--- src/rtl/trig_pkg.sv ---
package trig_pkg;

    typedef enum logic [2:0] {
        ST_IDLE,
        ST_HOLD,
        ST_SEEK,
        ST_MEAS,
        ST_DONE
    } trig_state_t;

    typedef enum logic [1:0] {
        MODE_LEVEL   = 2'b00,
        MODE_NARROW  = 2'b01,
        MODE_WIDE    = 2'b10,
        MODE_PATTERN = 2'b11
    } trig_mode_t;

    typedef enum logic [1:0] {
        SRC_PULSE = 2'b00,
        SRC_PWM   = 2'b01,
        SRC_NONE  = 2'b10,
        SRC_NOISE = 2'b11
    } trig_src_t;

    localparam int CFG_EN_BIT    = 7;
    localparam int CFG_MODE_HI   = 6;
    localparam int CFG_MODE_LO   = 5;
    localparam int CFG_SRC_HI    = 4;
    localparam int CFG_SRC_LO    = 3;
    localparam int CFG_SLOPE_BIT = 2;
    localparam int CFG_THR_HI    = 1;

endpackage

--- src/rtl/trig_cross_det.sv ---
module trig_cross_det #(
    parameter int SMP_W = 10
) (
    input  logic             clk_i,
    input  logic             rst_ni,
    input  logic             clr_i,
    input  logic             vld_i,
    input  logic [SMP_W-1:0] smp_i,
    input  logic [SMP_W-1:0] thr_i,
    output logic             rise_o,
    output logic             fall_o
);

    logic [SMP_W-1:0] prev_q;
    logic             have_q;
    logic             prev_below;
    logic             now_at_or_above;
    logic             usable;

    always_ff @(posedge clk_i) begin
        if (!rst_ni) begin
            prev_q <= '0;
            have_q <= 1'b0;
        end else if (clr_i) begin
            have_q <= 1'b0;
        end else if (vld_i) begin
            prev_q <= smp_i;
            have_q <= 1'b1;
        end
    end

    assign prev_below      = prev_q < thr_i;
    assign now_at_or_above = smp_i >= thr_i;
    assign usable          = vld_i && have_q && !clr_i;
    assign rise_o          = usable && prev_below && now_at_or_above;
    assign fall_o          = usable && !prev_below && !now_at_or_above;

    // a crossing needs a stored sample from an earlier strobe
    p_cross_needs_history_r6: assert property (@(posedge clk_i) disable iff (!rst_ni)
        $rose(have_q) |-> !$past(rise_o || fall_o));

endmodule

--- src/rtl/trig_pattern_cmp.sv ---
module trig_pattern_cmp #(
    parameter int LA_W = 8
) (
    input  logic [LA_W-1:0] la_i,
    input  logic [LA_W-1:0] pat_i,
    input  logic [LA_W-1:0] mask_i,
    output logic            match_o
);

    logic [LA_W-1:0] diff;

    for (genvar g = 0; g < LA_W; g++) begin : g_chan
        assign diff[g] = (la_i[g] ^ pat_i[g]) & ~mask_i[g];
    end

    assign match_o = ~|diff;

endmodule

--- src/rtl/trig_out_sel.sv ---
module trig_out_sel
    import trig_pkg::*;
(
    input  trig_src_t sel_i,
    input  logic      pulse_i,
    input  logic      pwm_i,
    input  logic      noise_i,
    output logic      out_o
);

    always_comb begin
        unique case (sel_i)
            SRC_PULSE: out_o = pulse_i;
            SRC_PWM:   out_o = pwm_i;
            SRC_NOISE: out_o = noise_i;
            default:   out_o = 1'b0;
        endcase
    end

endmodule

--- src/rtl/scope_trigger_unit.sv ---
module scope_trigger_unit
    import trig_pkg::*;
#(
    parameter int SMP_W  = 10,
    parameter int LA_W   = 8,
    parameter int HOLD_W = 16,
    parameter int WID_W  = 8
) (
    input  logic                clk_i,
    input  logic                rst_ni,
    input  logic                arm_i,
    input  logic [7:0]          cfg_i,
    input  logic [SMP_W-3:0]    thr_lo_i,
    input  logic [WID_W-1:0]    width_lim_i,
    input  logic [HOLD_W/2-1:0] hold_lo_i,
    input  logic [HOLD_W/2-1:0] hold_hi_i,
    input  logic [LA_W-1:0]     pat_i,
    input  logic [LA_W-1:0]     mask_i,
    input  logic                smp_vld_i,
    input  logic [SMP_W-1:0]    ana_i,
    input  logic [LA_W-1:0]     la_i,
    input  logic                pwm_i,
    input  logic                noise_i,
    output logic                trig_pulse_o,
    output logic                trig_out_o
);

    localparam int CNT_W = WID_W + 1;
    localparam logic [CNT_W-1:0] CNT_SAT = CNT_W'(1) << WID_W;

    trig_state_t       state_q, state_d;
    logic [HOLD_W-1:0] hold_q, hold_d;
    logic [CNT_W-1:0]  wid_q, wid_d;
    logic [CNT_W-1:0]  wid_step;
    logic              fire;
    logic              pulse_q;

    logic              en;
    logic              falling;
    trig_mode_t        mode;
    trig_src_t         src;
    logic [SMP_W-1:0]  thr;
    logic [HOLD_W-1:0] hold_total;
    logic              rise, fall, qual, opp;
    logic              match;
    logic              width_ok;

    assign en         = cfg_i[CFG_EN_BIT];
    assign falling    = cfg_i[CFG_SLOPE_BIT];
    assign mode       = trig_mode_t'(cfg_i[CFG_MODE_HI:CFG_MODE_LO]);
    assign src        = trig_src_t'(cfg_i[CFG_SRC_HI:CFG_SRC_LO]);
    assign thr        = {cfg_i[CFG_THR_HI:0], thr_lo_i};
    assign hold_total = {hold_hi_i, hold_lo_i};

    trig_cross_det #(.SMP_W(SMP_W)) u_cross (
        .clk_i  (clk_i),
        .rst_ni (rst_ni),
        .clr_i  (arm_i),
        .vld_i  (smp_vld_i),
        .smp_i  (ana_i),
        .thr_i  (thr),
        .rise_o (rise),
        .fall_o (fall)
    );

    trig_pattern_cmp #(.LA_W(LA_W)) u_pat (
        .la_i    (la_i),
        .pat_i   (pat_i),
        .mask_i  (mask_i),
        .match_o (match)
    );

    trig_out_sel u_out (
        .sel_i   (src),
        .pulse_i (pulse_q),
        .pwm_i   (pwm_i),
        .noise_i (noise_i),
        .out_o   (trig_out_o)
    );

    assign qual     = falling ? fall : rise;
    assign opp      = falling ? rise : fall;
    assign wid_step = (wid_q == CNT_SAT) ? wid_q : wid_q + CNT_W'(1);
    assign width_ok = (mode == MODE_NARROW) ? (wid_step <  {1'b0, width_lim_i})
                                            : (wid_step >= {1'b0, width_lim_i});

    // next-state and fire decision
    always_comb begin
        state_d = state_q;
        hold_d  = hold_q;
        wid_d   = wid_q;
        fire    = 1'b0;
        if (arm_i) begin
            hold_d  = hold_total;
            wid_d   = '0;
            state_d = (hold_total == '0) ? ST_SEEK : ST_HOLD;
        end else begin
            unique case (state_q)
                ST_IDLE: ;
                ST_HOLD: begin
                    if (smp_vld_i) begin
                        hold_d = hold_q - HOLD_W'(1);
                        if (hold_q == HOLD_W'(1)) state_d = ST_SEEK;
                    end
                end
                ST_SEEK: begin
                    if (smp_vld_i && en) begin
                        unique case (mode)
                            MODE_LEVEL:   fire = qual;
                            MODE_PATTERN: fire = match;
                            default: begin
                                if (qual) begin
                                    wid_d   = '0;
                                    state_d = ST_MEAS;
                                end
                            end
                        endcase
                    end
                end
                ST_MEAS: begin
                    if (!en || mode == MODE_LEVEL || mode == MODE_PATTERN) begin
                        state_d = ST_SEEK;
                    end else if (smp_vld_i) begin
                        wid_d = wid_step;
                        if (opp) begin
                            if (width_ok) fire = 1'b1;
                            else          state_d = ST_SEEK;
                        end
                    end
                end
                ST_DONE: ;
                default: state_d = ST_IDLE;
            endcase
            if (fire) state_d = ST_DONE;
        end
    end

    // state register
    always_ff @(posedge clk_i) begin
        if (!rst_ni) begin
            state_q <= ST_IDLE;
            hold_q  <= '0;
            wid_q   <= '0;
        end else begin
            state_q <= state_d;
            hold_q  <= hold_d;
            wid_q   <= wid_d;
        end
    end

    // outputs
    always_ff @(posedge clk_i) begin
        if (!rst_ni) pulse_q <= 1'b0;
        else         pulse_q <= fire;
    end

    assign trig_pulse_o = pulse_q;

    // a pulse lasts one cycle
    p_one_cycle_pulse_r4: assert property (@(posedge clk_i) disable iff (!rst_ni)
        pulse_q |=> !pulse_q);

    // a pulse implies the enable bit was set on the deciding cycle
    p_enable_gate_r3: assert property (@(posedge clk_i) disable iff (!rst_ni)
        pulse_q |-> $past(cfg_i[CFG_EN_BIT]));

    // a pulse implies a strobe on the deciding cycle
    p_strobe_paced_r12: assert property (@(posedge clk_i) disable iff (!rst_ni)
        pulse_q |-> $past(smp_vld_i));

    // arming always restarts the search
    p_arm_restart_r2: assert property (@(posedge clk_i) disable iff (!rst_ni)
        arm_i |=> (state_q == ST_HOLD || state_q == ST_SEEK));

    // once fired the machine stays silent until re-armed
    p_done_sticky_r10: assert property (@(posedge clk_i) disable iff (!rst_ni)
        (state_q == ST_DONE && !arm_i) |=> (state_q == ST_DONE && !pulse_q));

    // without an arm the idle state is never left
    p_idle_waits_r1: assert property (@(posedge clk_i) disable iff (!rst_ni)
        (state_q == ST_IDLE && !arm_i) |=> state_q == ST_IDLE);

endmodule

--- config.mk ---
export PLATFORM = sky130hd
export DESIGN_NAME = scope_trigger_unit
export DESIGN_NICKNAME = d
export VERILOG_FILES = /design/src/rtl/trig_pkg.sv /design/src/rtl/trig_cross_det.sv /design/src/rtl/trig_pattern_cmp.sv /design/src/rtl/trig_out_sel.sv /design/src/rtl/scope_trigger_unit.sv
export SDC_FILE = /design/constraint.sdc
export NUM_CORES = 1
export LEC_CHECK = 0
export BUFFER_PORTS_ARGS = -buffer_cell sky130_fd_sc_hd__buf_2
export CORE_MARGIN = 2
export CORE_UTILIZATION = 37
export CTS_BUF_LIST = sky130_fd_sc_hd__clkbuf_4 sky130_fd_sc_hd__clkbuf_8
export CTS_CLUSTER_DIAMETER = 120
export DETAILED_ROUTE_END_ITERATION = 8
export SLEW_MARGIN = 10
export SYNTH_ARGS = -nofsm -noshare
export SYNTH_HDL_FRONTEND = slang
export SYNTH_SLANG_ARGS = --single-unit
--- constraint.sdc ---
create_clock -name clk_i -period 2.5 [get_ports clk_i]
set_input_delay 0.25 -clock clk_i [delete_from_list [all_inputs] [get_ports clk_i]]
set_output_delay 0.25 -clock clk_i [all_outputs]
set_load 0.05 [all_outputs]
==> flow_metrics.tcl <==
set metrics [dict create \
    outcome "complete, but fails checks" \
    violations "setup timing" \
    layout_setup_ws_ps -68.59 \
    min_period_over_period_pct 102.7 \
    p_per_area_nw_per_um2 392.5 \
    final.setup.tns_ps -134.4 \
    grt_pass1_wl_um 12870 \
    dr.pass1.iters 4 \
    place_ws_ps -252.8 \
    syn_nets 500 \
    pwr-share-clk_pct 34.3 \
    io_buffers 81 \
    hold_viol 0 \
    tightest_slew_ps 480.6 \
    ant_nets 0 \
    ys.flop_type "dfxtp_1" \
    hold_buffers 0 \
    path_max_fanout 3 \
    cp-endpoint "state_q[1]" \
    cpMaxStageDelayCell "dfxtp_2" \
    core-area_um2 7807 \
    startpoint_type "flip-flop" \
    path_depth 13 \
    viasPerCell 5.036 \
    syn_inst 386 \
    crit_chain "nor4_2, nand4_1, nand2_2, xnor2_2, ha_1, a211oi_2, o221ai_1, o21a_1, a211oi_2, nor2b_1, a21oi_2, a311oi_2, o2bb2ai_1" \
    timing.rr.start "wid_q[5]" \
    synth_top_family_by_area "simple AND/OR/NAND/NOR gates" \
    clkTransAtPathRegs_ps 80 \
    fmax_mhz 389.3 \
    synth_top_area_share_pct 26.49 \
    gr-total-overflow 0 \
    place_area_um2 3779 \
    post-dp-hpwl_um 6152 \
    synth.area.mux_share_pct 1.159 \
    synth_simple_gate_area_share_pct 25.08 \
    cts_buffers 5 \
    r2r_cells 13 \
    period_needed_ps 2569 \
    areaGrowthSynthToFinish_pct 30.71 \
    layout_common_cells "81 x buf_2, 48 x nand2_1, 40 x buf_4" \
    startpoint "wid_q[5]" \
    place.gp.congestion 0.8452 \
    die_area_um2 8909 \
    cp.required_ps 2680 \
    grt_max_degree 31 \
    die_w_um 94.39 \
    grt_pass1_vias 2953 \
    ys_ff_latch 40 \
    p_leak_nw 1.816 \
    ys_warn_count 0 \
    ir_drop_mv 0.2900 \
    drt-initial-drc-count 134 \
    clock_path_buffers 2 \
    ys_seq_area_share_pct 26.49 \
    routed-via-count 3042 \
    drv_slew 0 \
    switchingPower_w 0.0004095 \
    p_seq_share_pct 44.2 \
    synth_edf_count 0 \
    fillers 792 \
    ys_async_sr_fraction_pct 0 \
    synthAdderAreaFrac_pct 14.07 \
    antenna_cells 0 \
    crit_family "compound AO/OA/AOI/OAI gates" \
    drv_cap 0 \
    crit_buf_inv 0 \
    clkSinkCount 40 \
    core.rowCount 32 \
    totalWireLength_um 7702 \
    synth.top_cells.by_area "dfxtp_1 26%, ha_1 14%, xnor2_1 6.4%" \
    finalClockSkew_ps 6.230 \
    drive_gt1_share_pct 30.28 \
    internal_power_w 0.001141 \
    swShare_pct 26.40 \
    clk_latency_ps 290 \
    die_h_um 94.39 \
    syn-cell-area_um2 3023 \
    hp-class "in2reg" \
    wl_per_cell_um 12.75 \
    hold_slack_ps 193.7 \
    cts_htree_levels 2 \
    combPwrFrac_pct 21.5 \
    worstPathArrival_ps 2740 \
    grtUsageTotal_pct 17.82 \
    regToRegSetupSlack_ps -70 \
    boundaryPins 82 \
    cp_slowest_stage_delay_ps 330 \
    synth_area_leader_cell "dfxtp_1" \
    max_slew_margin_pct 67.67 \
    rsz0062_at_grt "yes" \
    avgSynthCellArea_um2 7.831 \
    antenna_found_initial 0 \
    reg2reg_to "state_q[1]" \
    drc 0 \
    cts_root_buffer "clkbuf_8" \
    end_kind "flip-flop" \
    nets 615 \
    setup_viol 3 \
    final_common_cell "buf_2" \
    critPathKind "reg2reg" \
    final_area_um2 3951 \
    yosysUniqueCellTypes 52 \
    start_util_pct 38.72 \
    crit_top_cell "a211oi_2" \
    synth_xor_area_share_pct 8.402 \
    synth_compound_area_share_pct 18.92 \
    cts_tree "yes" \
]
==> power by group through the flow <==
stage | sequential, W | combinational, W | clock (W)
after CTS | 0.000685 | 0.000337 | 0.000548
after floorplan | 0.000695 | 0.000194 | 0
final | 0.000685 | 0.000333 | 0.000532
after global placement | 0.000699 | 0.000325 | 0
after detailed placement | 0.000700 | 0.000334 | 0
after global routing | 0.000690 | 0.000383 | 0.000578
==> synthesized netlist by cell type (2+ instances only) <==
| master | instances |
|---|---|
| nand3b_1 | 2 |
| nand2_1 | 49 |
| a211oi_1 | 6 |
| xor2_1 | 7 |
| o21a_1 | 3 |
| nand2b_1 | 4 |
| o211a_1 | 5 |
| dfxtp_1 | 40 |
| a21boi_0 | 10 |
| inv_1 | 27 |
| buf_6 | 2 |
| o21ai_0 | 29 |
| nand3_1 | 17 |
| o211ai_1 | 2 |
| nor2_1 | 23 |
| a31oi_1 | 4 |
| ha_1 | 34 |
| mux2i_1 | 2 |
| nor4_1 | 9 |
| a21oi_1 | 17 |
| and3_1 | 3 |
| nor2b_1 | 5 |
| nor4bb_1 | 2 |
| a311oi_1 | 2 |
| nand4_1 | 7 |
| xnor2_1 | 22 |
| and2_1 | 10 |
| clkbuf_1 | 9 |
| o22ai_1 | 3 |
| or2_2 | 2 |
| nor3_1 | 8 |
==> worst reg2reg max path: stages, from the launching register on <==
cell and delay (ps):
dfxtp_2 330, nor4_2 260, nand4_1 200, nand2_2 130, xnor2_2 60, ha_1 320, a211oi_2 190, o221ai_1 150
o21a_1 140, a211oi_2 180, nor2b_1 80, a21oi_2 130, a311oi_2 130, o2bb2ai_1 150
==> state kept, by name (all words and copies together), names as in the netlist <==
| register | cells |
|---|---|
| state_q | 3 |
| u_cross.have_q | 1 |
| u_cross.prev_q | 10 |
| hold_q | 16 |
| trig_pulse_o | 1 |
| wid_q | 9 |
==> per-layer routing <==
layer,vias to the layer above,track usage (%),share of wire [%]
li1,1593,-,-
met1,1374,21.33,46
met2,67,33.21,48
met3,8,3.033,5.3
met4,0,3.865,1.0
met5,-,0,0
==> per-stage QoR <==
step           utilization (%)  cells  total power (W)
6_report                 50.61    604         0.001551
5_1_grt                  50.61    604         0.001650
3_5_place_dp             48.40    593         0.001034
2_1_floorplan                -    386        0.0008897
3_3_place_gp             48.40    593         0.001025
4_1_cts                  50.05    602         0.001571
==> layout make-up <==
cell class / count / area (um2) / area share (%)
Sequential cell: 40 / 803.3 / 20.33
Timing Repair Buffer: 121 / 705.7 / 17.86
Multi-Input combinational cell: 305 / 2098 / 53.10
Clock buffer: 6 / 76.32 / 1.932
Tap cell: 102 / 127.6 / 3.230
Inverter: 28 / 105.1 / 2.660
Clock inverter: 2 / 35.03 / 0.8866
==> cells by family after synthesis <==
family / after synthesis
AND/OR/NAND/NOR: 150
AO/OA/AOI/OAI: 89
buffers and inverters: 41
flip-flops: 40
adder cells (fa/ha/maj): 34
XOR/XNOR: 29
multiplexers: 3
==> timing repair <==
action | 4_1_cts | 5_1_grt
setup buffers | 1 | 2
setup endpoints to repair | 3 | 3
gates resized for setup | 4 | 7
pin swaps | 8 | 10
hold endpoints to repair | 0 | 0
==> how the worst min path moves through the flow <==
| stage | startpoint | to | slack (ps) | depth (start not counted) |
|---|---|---|---|---|
| 2_1_floorplan | hold_lo_i[0] | hold_q[0] | 390 | 1 |
| 3_3_place_gp | u_cross.have_q | u_cross.have_q | 450 | 2 |
| 3_5_place_dp | u_cross.prev_q[0] | u_cross.prev_q[0] | 450 | 2 |
| 4_1_cts | hold_lo_i[2] | hold_q[2] | 190 | 2 |
| 5_1_grt | hold_lo_i[2] | hold_q[2] | 200 | 2 |
| 6_report | hold_lo_i[2] | hold_q[2] | 190 | 2 |
Power figures use the tool's default switching activity.
